<file path="src/rtl/mxs_pkg.sv">
package mxs_pkg;
  typedef enum logic [1:0] {
    MODE_PUSH      = 2'd0,
    MODE_POP       = 2'd1,
    MODE_BLK_LOAD  = 2'd2,
    MODE_BLK_STORE = 2'd3
  } xferMode_e;

  typedef enum logic [1:0] {
    ST_IDLE,
    ST_XFER,
    ST_SETTLE,
    ST_FINISH
  } seqState_e;

  // strobes from control to datapath
  typedef struct packed {
    logic capture;  // latch base, clear sequential hint
    logic advance;  // one access acknowledged
    logic finish;   // transfer complete
  } ctlStrobe_t;
endpackage

</file>
<file path="src/rtl/mxs_ctrl.sv">
module mxs_ctrl
  import mxs_pkg::*;
#(
  parameter int NREGS = 8,
  localparam int IW = $clog2(NREGS + 1)
) (
  input  logic             clk,
  input  logic             rstN,
  input  logic             start,
  input  logic [1:0]       mode,
  input  logic [NREGS-1:0] regMask,
  input  logic             extraEn,
  input  logic             busAck,
  output ctlStrobe_t       strobe,
  output logic             descend,
  output logic             busReq,
  output logic             busWrite,
  output logic [IW-1:0]    curIdx,
  output logic             regWrEn,
  output logic             flushReq,
  output logic             done
);
  seqState_e state, stateNxt;
  xferMode_e modeQ;
  logic [NREGS:0] pend, pendNxt, startSet, pickHot;
  logic [IW-1:0]  pickIdx;
  logic isLoad, accept, lastOne, extraMode;

  assign extraMode = (xferMode_e'(mode) == MODE_PUSH) || (xferMode_e'(mode) == MODE_POP);
  assign startSet  = {extraEn && extraMode, regMask};
  assign descend   = (modeQ == MODE_PUSH);
  assign isLoad    = (modeQ == MODE_POP) || (modeQ == MODE_BLK_LOAD);

  // index selection: highest pending when walking down, lowest otherwise
  always_comb begin
    pickIdx = '0;
    if (descend) begin
      for (int i = 0; i <= NREGS; i++)
        if (pend[i]) pickIdx = IW'(i);
    end else begin
      for (int i = NREGS; i >= 0; i--)
        if (pend[i]) pickIdx = IW'(i);
    end
  end

  assign pickHot = {{NREGS{1'b0}}, 1'b1} << pickIdx;
  assign pendNxt = pend & ~pickHot;
  assign lastOne = (pendNxt == '0);
  assign accept  = (state == ST_XFER) && busAck;

  always_comb begin
    stateNxt = state;
    unique case (state)
      ST_IDLE:   if (start) stateNxt = (startSet == '0) ? ST_FINISH : ST_XFER;
      ST_XFER:   if (busAck && lastOne) stateNxt = isLoad ? ST_SETTLE : ST_FINISH;
      ST_SETTLE: stateNxt = ST_FINISH;
      ST_FINISH: stateNxt = ST_IDLE;
      default:   stateNxt = ST_IDLE;
    endcase
  end

  always_ff @(posedge clk or negedge rstN) begin
    if (!rstN) begin
      state <= ST_IDLE;
      pend  <= '0;
      modeQ <= MODE_PUSH;
    end else begin
      state <= stateNxt;
      if (state == ST_IDLE && start) begin
        pend  <= startSet;
        modeQ <= xferMode_e'(mode);
      end else if (accept) begin
        pend <= pendNxt;
      end
    end
  end

  assign strobe.capture = (state == ST_IDLE) && start;
  assign strobe.advance = accept;
  assign strobe.finish  = (state == ST_FINISH);

  assign busReq   = (state == ST_XFER);
  assign busWrite = !isLoad;
  assign curIdx   = pickIdx;
  assign regWrEn  = accept && isLoad;
  assign flushReq = regWrEn && (pickIdx == IW'(NREGS)) && (modeQ == MODE_POP);
  assign done     = (state == ST_FINISH);

  // an unacknowledged request is held unchanged
  assert_hold_req_R7: assert property (@(posedge clk) disable iff (!rstN)
    busReq && !busAck |=> busReq && $stable(curIdx) && $stable(busWrite));

  // a load leaves one quiet cycle after its final read
  assert_load_gap_R5: assert property (@(posedge clk) disable iff (!rstN)
    accept && lastOne && isLoad |=> !busReq && !done);

  // completion is a single-cycle pulse
  assert_done_pulse_R9: assert property (@(posedge clk) disable iff (!rstN)
    done |=> !done);

  // nothing to move means completion on the next cycle
  assert_empty_R6: assert property (@(posedge clk) disable iff (!rstN)
    (state == ST_IDLE) && start && (startSet == '0) |=> done && !busReq);
endmodule

</file>
<file path="src/rtl/mxs_dpath.sv">
module mxs_dpath
  import mxs_pkg::*;
#(
  parameter int AW   = 32,
  parameter int STEP = 4
) (
  input  logic          clk,
  input  logic          rstN,
  input  ctlStrobe_t    strobe,
  input  logic          descend,
  input  logic [AW-1:0] baseIn,
  output logic [AW-1:0] busAddr,
  output logic          busSeq,
  output logic [AW-1:0] baseOut
);
  localparam logic [AW-1:0] STEP_W = AW'(STEP);

  logic [AW-1:0] ptr;
  logic          seqQ;

  always_ff @(posedge clk or negedge rstN) begin
    if (!rstN) begin
      ptr  <= '0;
      seqQ <= 1'b0;
    end else if (strobe.capture) begin
      ptr  <= baseIn;
      seqQ <= 1'b0;
    end else if (strobe.advance) begin
      ptr  <= descend ? ptr - STEP_W : ptr + STEP_W;
      seqQ <= 1'b1;
    end else if (strobe.finish) begin
      seqQ <= 1'b0;
    end
  end

  // pre-decrement on the downward walk, post-increment otherwise
  assign busAddr = descend ? ptr - STEP_W : ptr;
  assign busSeq  = seqQ;
  assign baseOut = ptr;

  // each acknowledged access moves the pointer by one word
  assert_ptr_step_R3: assert property (@(posedge clk) disable iff (!rstN)
    strobe.advance |=> (ptr == $past(ptr) + STEP_W) || (ptr == $past(ptr) - STEP_W));

  // first access non-sequential, later ones sequential
  assert_seq_first_R4: assert property (@(posedge clk) disable iff (!rstN)
    strobe.capture |=> !busSeq);
  assert_seq_after_R4: assert property (@(posedge clk) disable iff (!rstN)
    strobe.advance |=> busSeq);
endmodule

</file>
<file path="src/rtl/reglist_xfer_seq.sv">
module reglist_xfer_seq
  import mxs_pkg::*;
#(
  parameter int NREGS = 8,
  parameter int AW    = 32,
  parameter int DW    = 32,
  parameter int STEP  = 4,
  localparam int IW   = $clog2(NREGS + 1)
) (
  input  logic             clk,
  input  logic             rstN,
  input  logic             start,
  input  logic [1:0]       mode,
  input  logic [NREGS-1:0] regMask,
  input  logic             extraEn,
  input  logic [AW-1:0]    baseIn,
  output logic             busReq,
  output logic             busWrite,
  output logic             busSeq,
  output logic [AW-1:0]    busAddr,
  output logic [DW-1:0]    busWdata,
  input  logic             busAck,
  input  logic [DW-1:0]    busRdata,
  output logic [IW-1:0]    regRdIdx,
  input  logic [DW-1:0]    regRdData,
  output logic             regWrEn,
  output logic [IW-1:0]    regWrIdx,
  output logic [DW-1:0]    regWrData,
  output logic             flushReq,
  output logic             baseWrEn,
  output logic [AW-1:0]    baseWrData,
  output logic             done
);
  ctlStrobe_t    strobe;
  logic          descend, doneInt;
  logic [IW-1:0] curIdx;

  mxs_ctrl #(.NREGS(NREGS)) ctrl_i (
    .clk(clk), .rstN(rstN), .start(start), .mode(mode),
    .regMask(regMask), .extraEn(extraEn), .busAck(busAck),
    .strobe(strobe), .descend(descend), .busReq(busReq),
    .busWrite(busWrite), .curIdx(curIdx), .regWrEn(regWrEn),
    .flushReq(flushReq), .done(doneInt)
  );

  mxs_dpath #(.AW(AW), .STEP(STEP)) dpath_i (
    .clk(clk), .rstN(rstN), .strobe(strobe), .descend(descend),
    .baseIn(baseIn), .busAddr(busAddr), .busSeq(busSeq),
    .baseOut(baseWrData)
  );

  assign regRdIdx  = curIdx;
  assign regWrIdx  = curIdx;
  assign busWdata  = regRdData;
  assign regWrData = busRdata;
  assign done      = doneInt;
  assign baseWrEn  = doneInt;
endmodule

</file>
<file path="config.mk">
export PLATFORM = sky130hd
export DESIGN_NAME = reglist_xfer_seq
export DESIGN_NICKNAME = d
export VERILOG_FILES = /design/src/rtl/mxs_pkg.sv /design/src/rtl/mxs_ctrl.sv /design/src/rtl/mxs_dpath.sv /design/src/rtl/reglist_xfer_seq.sv
export SDC_FILE = /design/constraint.sdc
export NUM_CORES = 1
export LEC_CHECK = 0
export CAP_MARGIN = 30
export CORE_AREA = 2 2 98 100
export CTS_CLUSTER_DIAMETER = 120
export DETAILED_ROUTE_END_ITERATION = 12
export DIE_AREA = 0 0 100 102
export DONT_BUFFER_PORTS = 1
export PLACE_DENSITY = 0.57
export SETUP_SLACK_MARGIN = 0.02
export SLEW_MARGIN = 20
export SYNTH_ARGS = -nofsm -noshare
export SYNTH_HDL_FRONTEND = slang
export SYNTH_SLANG_ARGS = --single-unit
</file>
<file path="constraint.sdc">
create_clock -name clk -period 7.4 [get_ports clk]
set_input_delay 0.74 -clock clk [delete_from_list [all_inputs] [get_ports clk]]
set_output_delay 0.74 -clock clk [all_outputs]
set_load 0.02 [all_outputs]
</file>
==> impl_metrics.ini <==
[worst_setup_path]
crit_start = ctrl_i.modeQ[0]
path_buf_inv = 1
worstSetupEndpointType = primary output
max_stage_delay_ns = 0.69
arrival_ns = 3.49
cp_data_required_time_ns = 6.66
r2r_setup_slack_ns = 3.93
slowest_stage = ha_1
cp_max_fo = 26
reg2regPathDepth = 9
crit_chain = inv_1, ha_1, nand2_1, nor4b_4, nand2_2, or3_1, or3_4, xnor2_1
cp_top_family = simple AND/OR/NAND/NOR gates
r2r_start = ctrl_i.modeQ[0]
critPathLaunchType = register
criticalPathCategory = register to primary output
rr_endpoint = ctrl_i.state[0]

[power]
pwr-share-comb_pct = 51.5
leakagePower_nw = 1.36
clkPwrFrac_pct = 8.8
p_int_mw = 0.772
p_total_mw = 1.88
pwr-share-seq_pct = 39.7
peakVddDrop_v = 0.000249
power_density_nw_per_um2 = 504
swShare_pct = 59.0
power_switching_mw = 1.11

[sta]
period_needed_ns = 4.23
totalNegativeSetupSlack_ns = 0
slew_headroom_pct = 42.5
finalClockSkew_ns = 0.0127
fmax_ghz = 0.237
worst_pin_slew_ns = 0.859
slew_violations = 0
rsz0062_at_grt = no
hold_viol_final = 0
timing.final.crit_share_pct = 57.1
setup_viol = 0

[synthesis]
async_flop_share_pct = 100
syn_nets = 656
synth_edf_count = 0
synth_top_cell_by_area = dfrtp_1
synth_area_leaders = dfrtp_1 (28%), buf_4 (13%), xnor2_1 (6.6%), xor2_1 (5.7%), nor2_1 (5.3%)
syn-mean-instance-area_um2 = 7.69
netlist_area_um2 = 4130
ys_warn_count = 0
syn-instance-count = 537
yosys_register_bits = 46
synth.distinct_cells = 57
yosysSeqAreaShare_pct = 27.9
synth.top_cell.area_share_pct = 27.9
synthFlopType = dfrtp_1

[place]
place_congestion = 0.894
dp.cells = 549
dp_hpwl_mm = 7.97
place_area_um2 = 3640
io_buffer_count = 0

[global_routing]
grt_usage_pct = 20.2
grt-ovfl-total = 0
grt_max_degree = 47
grt_first_pass_wirelength_mm = 16.7
antenna_found_initial = 0
first_global_vias = 3254

[floorplan]
fp.dieH_um = 102
start_util_pct = 45.3
die_area_um2 = 10200
coreArea_um2 = 9110
io_pins = 254
fp.dieW_um = 100
rows = 35

[clock_tree]
clk_path_buf_depth = 2
numCtsBuffers = 5
cts_resized = 0
clock-sinks = 46
cts_root_buffer = clkbuf_8
ctsHtreeMaxLevel = 2
clk_pin_slew_worst_paths_ns = 0.10
clock_latency_ns = 0.30
cts_tree = built
cts_setup_buffers = 0
postCtsHoldBufs = 0

[detailed_routing]
drtAntennaViolNets = 0
via_per_inst = 6.07
dr.pass1.iters = 4
drc = 0
drt-wirelength-per-cell_um = 19.0
vias = 3382
drt_iter0_markers = 142
routed_wl_mm = 10.6

[layout]
final_common_cell = nor2_1
diodes = 0
fin_nets = 564
postLayoutCoreUtil_pct = 41.0
areaGrowthSynthToFinish_pct = -9.52
stdcell_count = 557
post-route-cell-area_um2 = 3730
drive_gt1_share_pct = 4.48
final_cell_mix = nor2_1 (58), nand2_1 (46), dfrtp_1 (46)
fill_cells = 966

[flow_run]
cap_violations = 0

[run_status]
status = complete, no violations

[worst_hold_path]
hold_class = primary input to async pin
-- sequential cells by signal, indices dropped and copies added (netlist names) --
name	cells
dpath_i.baseOut	32
ctrl_i.pend	9
ctrl_i.modeQ	2
ctrl_i.state	2
dpath_i.busSeq	1
-- worst reg2reg max path, delay by kind of cell (launching register included) --
family,cells,cell delay [ns]
adders and majority gates,1,0.69
DFF,1,0.40
and+or+nand+nor,3,1.08
buffers and inverters,1,0.08
AOI/OAI and AO/OA,4,1.15
-- layout make-up --
type / count / area, µm² / share of cell area [%]
clock buffers: 7 / 86.3 / 2.31
clock inverters: 1 / 5.00 / 0.134
repair buffers: 3 / 38.8 / 1.04
well taps: 111 / 139 / 3.72
flip-flops and latches: 46 / 1150 / 30.8
multi-input cells: 375 / 2260 / 60.6
inverters: 14 / 52.6 / 1.41
-- metrics by stage --
stage	worst slack, ns	hold slack (ns)
floorplan	4.06	0.444
global placement	3.60	0.446
detailed placement	3.48	0.445
CTS	3.12	0.108
global route	2.88	0.0977
finish	3.17	0.122
-- cells by family after synthesis --
kind of cell	count (synthesis)	share of synthesized area (%)
AOI/OAI and AO/OA	112	15.9
xor gates and xnor gates	58	12.3
muxes	1	0.243
and+or+nand+nor	196	23.8
DFF	46	27.9
buffers and inverters	116	17.4
adders and majority gates	8	2.43
-- power by group through the flow --
stage,combinational (mW),sequential (mW),clock [mW]
after floorplan,1.01,0.598,0
after detailed placement,0.967,0.755,0
after global placement,0.954,0.747,0
after global routing,1.07,0.782,0.184
final,0.968,0.748,0.166
after CTS,0.973,0.748,0.174
-- Yosys cell counts (2+ instances only) --
library cell  number
nand4_1            7
buf_2              2
o21ai_0           36
xnor2_1           31
and2_1             3
nand4b_1           2
o211ai_1           4
nand2b_1           6
inv_1             14
or4_1              2
nor3_1            21
o22ai_1            4
nand3_1           10
o32ai_1            2
or3b_2             2
ha_1               8
clkbuf_1          25
and3_1             5
nor4_1             9
buf_4             72
or3_1              7
o221ai_1           2
nand2_1           47
xor2_1            27
a41oi_1            3
a21oi_1           40
a31oi_1            7
nor2_1            58
o21a_1             2
nor2b_1            7
dfrtp_1           46
-- how the worst max path moves through the flow --
| stage | depth (start not counted) | slack [ns] | to |
|---|---|---|---|
| floorplan | 7 | 4.06 | busAddr[18] |
| global placement | 8 | 3.60 | busAddr[18] |
| detailed placement | 8 | 3.48 | busAddr[18] |
| CTS | 8 | 3.12 | busAddr[18] |
| global route | 8 | 2.88 | busAddr[18] |
| finish | 8 | 3.17 | busAddr[18] |
-- per-layer routing --
layer	share of wire, %	GRT usage (%)	vias up	wire length (µm)
met3	9.7	6.29	10	1030
met1	40	25.0	1631	4290
met5	0	0	-	0
met2	50	35.4	153	5250
met4	0.32	3.48	0	34
li1	-	-	1588	-
Power figures use the tool's default switching activity.
